### config.mk
export PLATFORM = sky130hd
export DESIGN_NAME = kbd_irq_ctrl
export DESIGN_NICKNAME = d
export VERILOG_FILES = /design/src/rtl/kbd_irq_ctrl.sv
export SDC_FILE = /design/constraint.sdc
export NUM_CORES = 1
export LEC_CHECK = 0
export ABC_AREA = 1
export BUFFER_PORTS_ARGS = -buffer_cell sky130_fd_sc_hd__clkbuf_2
export CAP_MARGIN = 15
export CORE_MARGIN = 4
export CORE_UTILIZATION = 30
export DETAILED_ROUTE_END_ITERATION = 8
export GPL_TIMING_DRIVEN = 0
export PLACE_DENSITY_LB_ADDON = 0.1
export SETUP_SLACK_MARGIN = 0.5
export SYNTH_ARGS = -nofsm -noshare
export SYNTH_HDL_FRONTEND = slang
export SYNTH_SLANG_ARGS = --single-unit
### constraint.sdc
create_clock -name clk -period 1.35 [get_ports clk]
set_clock_uncertainty 0.05 [all_clocks]
set_input_delay 0.0675 -clock clk [delete_from_list [all_inputs] [get_ports clk]]
set_output_delay 0.0675 -clock clk [all_outputs]
set_load 0.005 [all_outputs]
### src/rtl/kbd_irq_ctrl.sv
module kbd_irq_ctrl #(
  parameter int NPINS = 8,
  parameter int DW    = 8
) (
  input  logic             clk,
  input  logic             rst_n,
  input  logic [0:0]       bus_addr,
  input  logic             bus_we,
  input  logic [DW-1:0]    bus_wdata,
  output logic [DW-1:0]    bus_rdata,
  input  logic [NPINS-1:0] key_in,
  output logic [NPINS-1:0] pullup_en,
  output logic             irq_out
);
  localparam int PEND_B = 3;
  localparam int ACK_B  = 2;
  localparam int MASK_B = 1;
  localparam int MODE_B = 0;

  logic [NPINS-1:0] sync1, sync2, gated_q, en_q;
  logic [NPINS-1:0] gated;
  logic pend_q, mask_q, mode_q, irq_q;
  logic fall, lvl, ack, wr_ctrl, wr_en;
  logic [DW-1:0] ctrl_rd, en_rd;

  assign gated   = sync2 | ~en_q;
  assign fall    = |(gated_q & ~gated);
  assign lvl     = mode_q & ~(&gated);
  assign wr_ctrl = bus_we & (bus_addr == 1'b0);
  assign wr_en   = bus_we & (bus_addr == 1'b1);
  assign ack     = wr_ctrl & bus_wdata[ACK_B];

  always_ff @(posedge clk or negedge rst_n) begin
    if (!rst_n) begin
      sync1   <= '1;
      sync2   <= '1;
      gated_q <= '1;
      en_q    <= '0;
      pend_q  <= 1'b0;
      mask_q  <= 1'b0;
      mode_q  <= 1'b0;
      irq_q   <= 1'b0;
    end else begin
      sync1   <= key_in;
      sync2   <= sync1;
      gated_q <= gated;
      irq_q   <= pend_q & ~mask_q;
      if (fall || lvl) pend_q <= 1'b1;
      else if (ack)    pend_q <= 1'b0;
      if (wr_ctrl) begin
        mask_q <= bus_wdata[MASK_B];
        mode_q <= bus_wdata[MODE_B];
      end
      if (wr_en) en_q <= bus_wdata[NPINS-1:0];
    end
  end

  always_comb begin
    ctrl_rd         = '0;
    ctrl_rd[PEND_B] = pend_q;
    ctrl_rd[MASK_B] = mask_q;
    ctrl_rd[MODE_B] = mode_q;
    en_rd              = '0;
    en_rd[NPINS-1:0]   = en_q;
  end

  assign bus_rdata = bus_addr[0] ? en_rd : ctrl_rd;
  assign pullup_en = en_q;
  assign irq_out   = irq_q;
endmodule

==> results.yml <==
drt:
  routedWlPerCell_um: 12.0
  drtIter0Drc: 57
  wl_met3_um: 197
  dr.pass1.iters: 4
  routed-via-count: 998
  vias_per_cell: 4.16
  dr.max_layer_used: "met4"
  routed_wl_mm: 2.87
  wl_met1_mm: 1.27
  dr_wl_met2_mm: 1.36
  remaining_drc_errors: 0
  drtAntennaViolNets: 0
floorplanning:
  dieArea_um2: 5490
  fp.coreArea_um2: 4120
  die_h_um: 74.1
  start_util_pct: 31.8
  rows: 23
  ios: 37
  die_x_um: 74.1
worst_setup_path:
  crit_required_ns: 1.47
  crit_chain: "inv_1 -> nand2_2 -> nand2_2 -> nor2_2 -> nand2_1 -> nand2_1 -> nand3_1"
  cpPeakStageDelay_ns: 0.51
  slowest_stage: "dfstp_2"
  start_kind: "flop"
  worstPathMaxFanout: 2
  critPathKind: "flop to flop"
  endpoint_kind: "flop"
  worst_ep_arrival_time_ns: 1.21
timing:
  whs_ns: -0.152
  finalCritPeriodShare_pct: 80.9
  tightest_slew_ns: 0.883
  slew_headroom_pct: 41.1
  min_period_ns: 1.09
  finalHoldViolations: 12
  rsz0062_at_grt: "yes"
  setup_viol: 0
  tns_ns: 0
  slew_violations: 0
  fmax_mhz: 915
logic_synthesis:
  synth_top_area_cell: "dfstp_2"
  syn_inst: 117
  ys_ff_latch: 36
  synth_cell_types: 11
  synth.avg_cell_area_um2: 11.2
  yosysSeqAreaShare_pct: 71.1
  syn_area_um2: 1310
  syn-num-nets: 137
  yosysWarnings: 0
  synth-edff-count: 0
  synth_flop_cell: "dfstp_2"
  synth_top_area_share_pct: 48.1
  synthArstFlopShare_pct: 100
  synth.most_common_cell: "nand2_1"
  synth_common_cells: "nand2_1 (33), dfstp_2 (24), inv_1 (17), dfrtp_1 (12), nand3_1 (11)"
  ys_top_cells_by_area: "dfstp_2 (48%), dfrtp_1 (23%), nand2_1 (9.5%), mux2_2 (5.2%), inv_1 (4.9%)"
grt:
  grt_pass1_wl_mm: 4.56
  grt_max_degree: 37
  first_global_vias: 935
  antenna_found_initial: 0
  overflow: 0
  grt_usage_pct: 11.4
power:
  p_sw_share_pct: 23.5
  p_leak_nw: 1.03
  powerDensity_nw_per_um2: 1310
  vdd_drop_max_uv: 653
  internal_power_mw: 2.00
  power_switching_mw: 0.616
  p_seq_share_pct: 49.0
  pwr-share-clk_pct: 34.7
  power_frac_comb_pct: 16.3
clock_tree:
  htree_levels: 2
  cts_sinks: 36
  clkLatencyLatePin_ns: 0.28
  cts_buffers: 5
  holdBufCountCts: 16
  cts_buffer_depth: 2
  path_clk_slew_ns: 0.07
  ctsRootBufferMaster: "clkbuf_8"
  cts_tree: "done"
worst_hold_path:
  hp-class: "input pin to async pin"
final_layout:
  final_nets: 209
  areaGrowthSynthToFinish_pct: 52.7
  seq_area_um2: 937
  drive_gt1_share_pct: 59.5
  multi_input_comb_area_um2: 354
  num-fill-cells: 406
  antennaDiodeCount: 0
run_status:
  status: "complete, but fails checks"
  violations: "hold timing"
flow_run:
  drv_cap: 0
place:
  routabilityCongestion: 0.748
  hpwl_mm: 1.87
  port_buffers: 36
[cell usage in the layout, fill, tap and decap left out]
cell type,count
mux2_4,5
nor2_1,4
buf_2,2
clkbuf_8,5
nor2_2,2
nand2_2,13
nand3_1,11
inv_2,6
clkbuf_2,34
buf_4,7
mux2_2,1
dfrtp_1,7
inv_1,12
dfstp_2,24
dlygate4sd3_1,16
buf_6,7
clkbuf_1,1
nand2_1,21
o21ai_0,3
clkinv_2,1
dfrtp_2,5
bufinv_16,1
o21ai_1,2
[critical path: cells and delay by family, from the launching register on]
kind / cells / cell delay (ns)
simple gates: 6 / 0.37
flops: 1 / 0.51
buf+inv: 1 / 0.05
[cell families after synthesis]
logic type	count (synthesis)	share of synthesized area (%)
and+or+nand+nor	51	15.9
muxes	6	5.16
buffers and inverters	19	6.02
AOI/OAI and AO/OA	5	1.91
DFF	36	71.1
[repair_timing]
action	4_1_cts	5_1_grt
resized for setup	12	27
pin swaps	10	10
setup endpoints to repair	23	26
endpoints found under the hold margin	29	12
buffers inserted	7	6
[through the flow]
| stage | cell area (um^2) | util [%] | worst slack, ns | total power [mW] | instances |
|---|---|---|---|---|---|
| after floorplan | 1310 | - | 0.304 | 1.41 | 117 |
| after global placement | 1550 | 37.7 | 0.206 | 1.56 | 203 |
| after detailed placement | 1550 | 37.7 | 0.207 | 1.57 | 203 |
| after CTS | 1900 | 46.1 | 0.229 | 2.59 | 234 |
| after global routing | 2000 | 48.6 | 0.177 | 2.78 | 240 |
| final | 2000 | 48.6 | 0.257 | 2.62 | 240 |
[final timing paths]
path                                endpoint  slack, ns  cells after the start     start
worst max-delay path                  pend_q       0.26                      7  sync2[6]
worst min-delay path            pullup_en[0]      -0.15                      1     rst_n
worst max register to register        pend_q       0.26                      7  sync2[6]
worst min register to register      sync2[2]       0.31                      0  sync1[2]
max in group asynchronous       pullup_en[2]       0.80                      1     rst_n
min in group clk                      mode_q       0.10                      3    bus_we
[layer usage]
layer  vias to the layer above  global-route usage, %
li1                        501                      -
met1                       464                   14.5
met2                        29                   17.7
met3                         4                   4.05
met4                         0                   4.83
met5                         -                      0
[power groups by stage]
stage,sequential (mW),clock [mW],combinational [mW]
floorplan,1.28,0,0.134
global placement,1.29,0,0.278
detailed placement,1.29,0,0.284
CTS,1.28,0.947,0.366
global route,1.30,0.999,0.482
finish,1.28,0.910,0.427
[state kept, by name (all words and copies together), names as in the netlist]
signal	count
pend_q	1
irq_out	1
mask_q	1
pullup_en	8
sync2	8
mode_q	1
sync1	8
gated_q	8
[layout make-up]
cell class	instances	area share [%]
tap	50	3.13
timing repair buffer	65	23.0
multi-input combinational	62	17.7
sequential	36	46.8
clock inverter	2	1.75
clock buffer	6	3.63
buffer	1	0.563
inverter	18	3.38
(Power assumes the default switching activity.)
